## src/rtl/itc_pkg.sv

```systemverilog
package itc_pkg;

    localparam int MODE_W = 3;

    localparam logic [MODE_W-1:0] MODE_TERMINAL = 3'd0;
    localparam logic [MODE_W-1:0] MODE_RATE     = 3'd2;
    localparam logic [MODE_W-1:0] MODE_SQUARE   = 3'd3;
    localparam logic [MODE_W-1:0] MODE_STROBE   = 3'd4;

    typedef enum logic [2:0] {
        ST_IDLE  = 3'd0,
        ST_ARMED = 3'd1,
        ST_COUNT = 3'd2,
        ST_PULSE = 3'd3,
        ST_DONE  = 3'd4
    } itc_state_e;

    typedef struct packed {
        logic terminal;
        logic rate;
        logic square;
        logic strobe;
    } itc_mode_t;

endpackage

```

## src/rtl/itc_mode_decode.sv

```systemverilog
module itc_mode_decode
    import itc_pkg::*;
(
    input  logic [MODE_W-1:0] code,
    output itc_mode_t         flags,
    output logic              valid
);

    always_comb begin
        flags          = '0;
        flags.terminal = (code == MODE_TERMINAL);
        flags.rate     = (code == MODE_RATE);
        flags.square   = (code == MODE_SQUARE);
        flags.strobe   = (code == MODE_STROBE);
        valid          = |flags;
    end

endmodule

```

## src/rtl/itc_reload_reg.sv

```systemverilog
module itc_reload_reg
    import itc_pkg::*;
#(
    parameter int CNT_W = 16
) (
    input  logic             clk,
    input  logic             rst_n,
    input  logic             accept,
    input  logic [CNT_W-1:0] new_val,
    input  itc_mode_t        new_flags,
    output itc_mode_t        cur_flags,
    output itc_mode_t        nxt_flags,
    output logic [CNT_W:0]   period_now,
    output logic [CNT_W:0]   hi_load,
    output logic [CNT_W:0]   lo_load
);

    localparam int CW = CNT_W + 1;

    logic [CW-1:0] period_q;
    itc_mode_t     flags_q;
    logic [CW-1:0] odd_fix;

    function automatic logic [CW-1:0] eff_period(logic [CNT_W-1:0] v, itc_mode_t f);
        logic [CW-1:0] r;
        if (v == '0)
            r = {1'b1, {CNT_W{1'b0}}};
        else if ((v == CNT_W'(1)) && (f.rate || f.square))
            r = CW'(2);
        else
            r = {1'b0, v};
        return r;
    endfunction

    always_ff @(posedge clk or negedge rst_n) begin
        if (!rst_n) begin
            period_q <= CW'(2);
            flags_q  <= '0;
        end else if (accept) begin
            period_q <= eff_period(new_val, new_flags);
            flags_q  <= new_flags;
        end
    end

    always_comb begin
        period_now = accept ? eff_period(new_val, new_flags) : period_q;
        nxt_flags  = accept ? new_flags : flags_q;
        cur_flags  = flags_q;
        odd_fix    = {{(CW-1){1'b0}}, period_now[0]};
        hi_load    = period_now + odd_fix;
        lo_load    = period_now - odd_fix;
    end

endmodule

```

## src/rtl/itc_count_unit.sv

```systemverilog
module itc_count_unit #(
    parameter int CW = 17
) (
    input  logic          clk,
    input  logic          rst_n,
    input  logic          ld,
    input  logic [CW-1:0] ld_val,
    input  logic          dec,
    input  logic          step2,
    output logic [CW-1:0] count
);

    logic [CW-1:0] step;

    assign step = step2 ? CW'(2) : CW'(1);

    always_ff @(posedge clk or negedge rst_n) begin
        if (!rst_n)
            count <= '0;
        else if (ld)
            count <= ld_val;
        else if (dec)
            count <= count - step;
    end

endmodule

```

## src/rtl/itc_ctrl_fsm.sv

```systemverilog
module itc_ctrl_fsm
    import itc_pkg::*;
#(
    parameter int CW = 17
) (
    input  logic          clk,
    input  logic          rst_n,
    input  logic          enable,
    input  logic          load_we,
    input  logic          cnt_en,
    input  logic          new_valid,
    input  itc_mode_t     new_flags,
    input  itc_mode_t     cur_flags,
    input  itc_mode_t     nxt_flags,
    input  logic [CW-1:0] count,
    input  logic [CW-1:0] period_now,
    input  logic [CW-1:0] hi_load,
    input  logic [CW-1:0] lo_load,
    output logic          ld,
    output logic [CW-1:0] ld_val,
    output logic          dec,
    output logic          step2,
    output itc_state_e    state,
    output logic          irq
);

    itc_state_e state_n;
    logic       phase_q;
    logic       phase_n;
    logic       fresh;

    function automatic logic out_level(itc_state_e s, itc_mode_t f, logic ph);
        logic o;
        unique case (s)
            ST_IDLE:  o = 1'b0;
            ST_ARMED: o = !f.terminal;
            ST_COUNT: o = f.terminal ? 1'b0 : (f.square ? ph : 1'b1);
            ST_PULSE: o = 1'b0;
            ST_DONE:  o = 1'b1;
            default:  o = 1'b0;
        endcase
        return o;
    endfunction

    assign fresh = (state == ST_IDLE) || (new_flags != cur_flags) ||
                   new_flags.terminal || new_flags.strobe;
    assign step2 = cur_flags.square;

    always_comb begin
        state_n = state;
        phase_n = phase_q;
        ld      = 1'b0;
        ld_val  = '0;
        dec     = 1'b0;
        if (!enable) begin
            state_n = ST_IDLE;
            phase_n = 1'b1;
        end else if (load_we && fresh) begin
            state_n = new_valid ? ST_ARMED : ST_IDLE;
            phase_n = 1'b1;
        end else if (cnt_en) begin
            unique case (state)
                ST_IDLE: begin
                end
                ST_ARMED: begin
                    ld      = 1'b1;
                    ld_val  = cur_flags.square ? hi_load : period_now;
                    state_n = ST_COUNT;
                    phase_n = 1'b1;
                end
                ST_COUNT: begin
                    if (cur_flags.square) begin
                        if (count == CW'(2)) begin
                            ld      = 1'b1;
                            ld_val  = phase_q ? lo_load : hi_load;
                            phase_n = !phase_q;
                        end else begin
                            dec = 1'b1;
                        end
                    end else if (cur_flags.rate) begin
                        dec = 1'b1;
                        if (count == CW'(2))
                            state_n = ST_PULSE;
                    end else begin
                        dec = 1'b1;
                        if (count == CW'(1))
                            state_n = cur_flags.terminal ? ST_DONE : ST_PULSE;
                    end
                end
                ST_PULSE: begin
                    if (cur_flags.rate) begin
                        ld      = 1'b1;
                        ld_val  = period_now;
                        state_n = ST_COUNT;
                    end else begin
                        state_n = ST_DONE;
                    end
                end
                ST_DONE: begin
                end
                default: state_n = ST_IDLE;
            endcase
        end
    end

    always_ff @(posedge clk or negedge rst_n) begin
        if (!rst_n) begin
            state   <= ST_IDLE;
            phase_q <= 1'b1;
        end else begin
            state   <= state_n;
            phase_q <= phase_n;
        end
    end

    always_ff @(posedge clk or negedge rst_n) begin
        if (!rst_n)
            irq <= 1'b0;
        else
            irq <= out_level(state_n, nxt_flags, phase_n);
    end

endmodule

```

## src/rtl/interval_timer_chan.sv

```systemverilog
module interval_timer_chan
    import itc_pkg::*;
#(
    parameter int CNT_W = 16
) (
    input  logic              clk,
    input  logic              rst_n,
    input  logic              enable,
    input  logic              cnt_en,
    input  logic [MODE_W-1:0] mode_sel,
    input  logic              load_we,
    input  logic [CNT_W-1:0]  load_val,
    output logic              irq_out
);

    localparam int CW = CNT_W + 1;

    itc_mode_t     new_flags;
    itc_mode_t     cur_flags;
    itc_mode_t     nxt_flags;
    logic          new_valid;
    logic          accept;
    logic [CW-1:0] period_now;
    logic [CW-1:0] hi_load;
    logic [CW-1:0] lo_load;
    logic [CW-1:0] count_val;
    logic [CW-1:0] ld_val;
    logic          ld;
    logic          dec;
    logic          step2;
    logic          count_nz;
    itc_state_e    fsm_state;

    assign accept   = enable && load_we;
    assign count_nz = |count_val;

    itc_mode_decode u_decode (
        .code  (mode_sel),
        .flags (new_flags),
        .valid (new_valid)
    );

    itc_reload_reg #(.CNT_W(CNT_W)) u_reload (
        .clk        (clk),
        .rst_n      (rst_n),
        .accept     (accept),
        .new_val    (load_val),
        .new_flags  (new_flags),
        .cur_flags  (cur_flags),
        .nxt_flags  (nxt_flags),
        .period_now (period_now),
        .hi_load    (hi_load),
        .lo_load    (lo_load)
    );

    itc_count_unit #(.CW(CW)) u_count (
        .clk    (clk),
        .rst_n  (rst_n),
        .ld     (ld),
        .ld_val (ld_val),
        .dec    (dec),
        .step2  (step2),
        .count  (count_val)
    );

    itc_ctrl_fsm #(.CW(CW)) u_fsm (
        .clk        (clk),
        .rst_n      (rst_n),
        .enable     (enable),
        .load_we    (load_we),
        .cnt_en     (cnt_en),
        .new_valid  (new_valid),
        .new_flags  (new_flags),
        .cur_flags  (cur_flags),
        .nxt_flags  (nxt_flags),
        .count      (count_val),
        .period_now (period_now),
        .hi_load    (hi_load),
        .lo_load    (lo_load),
        .ld         (ld),
        .ld_val     (ld_val),
        .dec        (dec),
        .step2      (step2),
        .state      (fsm_state),
        .irq        (irq_out)
    );

endmodule

```

## config.mk

```make
export PLATFORM = sky130hd
export DESIGN_NAME = interval_timer_chan
export DESIGN_NICKNAME = d
export VERILOG_FILES = /design/src/rtl/itc_pkg.sv /design/src/rtl/itc_mode_decode.sv /design/src/rtl/itc_reload_reg.sv /design/src/rtl/itc_count_unit.sv /design/src/rtl/itc_ctrl_fsm.sv /design/src/rtl/interval_timer_chan.sv
export SDC_FILE = /design/constraint.sdc
export NUM_CORES = 1
export LEC_CHECK = 0
export BUFFER_PORTS_ARGS = -buffer_cell sky130_fd_sc_hd__buf_2
export CORE_MARGIN = 1.5
export CORE_UTILIZATION = 55
export DETAILED_ROUTE_END_ITERATION = 16
export GPL_TIMING_DRIVEN = 0
export HOLD_SLACK_MARGIN = 0.08
export PLACE_DENSITY = 0.75
export SLEW_MARGIN = 15
export SYNTH_ARGS = -nofsm -noshare
export SYNTH_HDL_FRONTEND = slang
export SYNTH_SLANG_ARGS = --single-unit
export TNS_END_PERCENT = 100
```

## constraint.sdc

```tcl
create_clock -name clk -period 3 [get_ports clk]
set_input_delay 0 -clock clk [delete_from_list [all_inputs] [get_ports clk]]
set_output_delay 0 -clock clk [all_outputs]
set_load 0.02 [all_outputs]
```

==> metrics <==
status=complete, no violations; Critical-path top delay cell=dlygate4sd3_1; Worst R2R End=u_count.count[13]; clk_skew=about 0.0056 ns; largest net degree at the start of global routing=44; post-synthesis sequential area ratio=34.8%; actual slew at the worst max-slew pin=between 1 and 1.5 ns; vias in the first global route=about 2800; Critical Path Max Stage Delay=0.55 ns; Critical R2R Launch=u_count.count[3]; Worst R2R Setup Slack=around 0.14 ns; H-tree Lvls=2; synthesized instance count=~350; initial antenna violation count=0; # rows=27; Critical Path, Cell by Cell=dlygate4sd3_1 > buf_2 > nor4_2 > nand4_1 > o31ai_2 > mux2_2 > ha_1 > o21ai_0 > nor4_2 > buf_4 > a22oi_1 > o21ai_1 > a22oi_1; final slew viol count=0; setup TNS=0 ns; Clock Tree Buf Depth=2; clock sink count=43; global-route met2 utilization=50.8%; met3 GRT Util=4.53%; drt total wl=8740 um; cell taking the most area after synthesis=dfrtp_1; number of antenna diodes=0; chip height=78.1 um; Starting Density=56.7%; Layout area overhead=17.2%; RSZ-0062 raised after global routing=no; CTS Buf Count=5; DRC viols=0; Hold Path Sink=u_reload.period_q[14]; total power=~1.8 mW; crit path capture type=flip-flop; post-route ant nets=0; first-pass GRT wire length=around 14000 um; HPWL Detailed=approximately 6300 um; Pre-antenna DRT Iters=5; Netlist cell types=65; Worst R2R Path Depth=8; Most used DFF post-synth=dfrtp_1; GRT overflow=0; GR met1 Demand/Resource=a little under two fifths; Area contributors post-synth=dfrtp_1, mux2i_1, a31oi_1; FFs w/ async S/R, synth=100%; Routability Congestion=0.895; Mapped Nets=about 380; final worst path period share=95.5%; Die Wd=~78 um; Setup-failing EPs final=0; worst hold-check path type=input pin to flip-flop; die area=about 0.0061 mm^2; GR Util All Layers=29.4%; Post-Synthesis Mean Instance Area=approximately 8.9 um^2; Root Driver=clkbuf_8; share of layout cells above drive strength 1=between 15 and 20%; highest clock rate=349 MHz; Post-synth EDFFs=0; fin crit period=~2.9 ns; WL/cell=between 15 and 20 um; clk_lat worst skew=0.31 ns; Worst Path Required=~3.2 ns; Fin. Hold Viols=0; clk slew on worst S/H paths=roughly 0.08 ns; Vias/cell=between 6 and 7; critical path fanouts, max=3; Hold Path Depth=3; MaxCap Viol Count=0; CP Class=input pin to flip-flop; vias after detailed routing=slightly above 3000; crit start category=input pin; # nets final=roughly 430; Port Buffers=24; Cell Pwr Density=492 mW/mm^2; CTS tree=built; Pleak=around 1.5 nW; Post-Syn Area=around 0.0031 mm^2; most used routing layer=met2; io pins=25; Worst Path Buf+Inv=3; Synth top area share=33.1%; Worst EP arrival=3.03 ns; CORE AREA=about 0.0055 mm^2; Synth warnings=0; Crit path max-delay family=simple AND/OR/NAND/NOR gates; DR iter-0 viols=between 150 and 200; Slew Limit Headroom=roughly a quarter; hold path start=load_val[14]; Worst VDD drop=about 0.31 mV; Synth Register Bits=43
==> Yosys cell counts, drive strengths merged, types with 2 or more instances <==
cell type and count:
a2111oi 2, a21boi 4, a21oi 12, a221oi 5, a22o 2, a22oi 14
a31oi 18, a32oi 2, and2 5, and3 3, and4 4, and4b 2
buf 4, clkbuf 13, dfrtp 41, dfstp 2, ha 3, inv 26
mux2 11, mux2i 14, nand2 10, nand2b 6, nand3 9, nand3b 5
nand4 8, nor2 22, nor2b 2, nor3 14, nor4 16, nor4bb 2
o2111ai 2, o211ai 2, o21a 2, o21ai 16, o31a 3, o31ai 6
or2 3, or3 5, xnor2 12
==> how the worst max path moves through the flow <==
stage,start,end,slack (ns),cells after the start
after floorplan,enable,u_count.count[16],0.50,12
after global routing,load_val[15],u_count.count[8],0.02,12
final,load_val[10],u_count.count[10],0.14,13
after CTS,load_val[9],u_count.count[8],0.04,12
after global placement,enable,u_count.count[14],-0.44,13
after detailed placement,enable,u_count.count[16],-0.49,13
==> routing by layer <==
layer	share of wire, %	up-vias	wire length (um)
met5	0	-	0
met4	1.2	0	109
met3	5.2	13	455
met2	51	120	4440
met1	43	1485	3740
li1	-	1443	-
==> metrics by stage <==
step | hold slack [ns] | std cells | cell area (um^2) | worst slack [ns] | utilization (%)
after floorplan | -0.296 | 349 | 3100 | 0.499 | -
after global placement | 0.207 | 445 | 3310 | -0.443 | 60.5
after detailed placement | 0.212 | 445 | 3310 | -0.486 | 60.5
after CTS | 0.0912 | 468 | 3560 | 0.0376 | 65.0
after global routing | 0.134 | 471 | 3630 | 0.0188 | 66.4
final | 0.101 | 471 | 3630 | 0.136 | 66.4
==> logic make-up after synthesis <==
group,after synthesis,synth area share [%]
compound gates,102,23.2
xor+xnor,12,3.39
fa+ha+maj,4,1.86
buf+inv,43,5.49
flops,43,34.8
mux,25,8.51
simple gates,120,22.8
==> area by class of cell <==
class | instances | area (um^2)
Buffer | 16 | 70.1
Sequential cell | 43 | 1080
Timing Repair Buffer | 43 | 303
Clock inverter | 2 | 12.5
Tap cell | 72 | 90.1
Multi-Input combinational cell | 263 | 1910
Fill cell | 463 | 1840
Inverter | 26 | 97.6
Clock buffer | 6 | 72.6
==> sequential cells by signal, summed over array words and instances (netlist names) <==
register / count
u_fsm.phase_q: 1
u_reload.period_q: 17
u_reload.cur_flags: 4
u_fsm.state: 3
u_count.count: 17
u_fsm.irq: 1
==> worst register-to-register path, delay by kind of cell, from the launching register on <==
kind / cells / cell delay (ns)
simple gates: 3 / 0.91
compound gates: 3 / 0.78
buf+inv: 2 / 0.60
flops: 1 / 0.42
==> timing repair <==
action,CTS,global route
hold endpoints to repair,56,0
gates resized for setup,1,11
hold buffers,16,0
setup buffers,0,3
pin swaps,0,3
endpoints found under the setup margin,5,11
==> cell usage in the layout, fill, tap and decap left out, drive strengths merged, types with 16 or more instances in the layout <==
cell type,n
a31oi,18
dfrtp,41
dlygate4sd3,16
inv,26
buf,30
nor4,16
clkbuf,19
nor2,22
o21ai,16
==> power by group <==
| group | switching, mW | total, mW | internal (mW) | leakage, nW |
|---|---|---|---|---|
| clock | 0.210 | 0.373 | 0.163 | 0.0412 |
| sequential | 0.119 | 0.818 | 0.700 | 0.529 |
| combinational | 0.336 | 0.596 | 0.260 | 0.937 |
No activity file was read; power rests on OpenSTA's default activity.
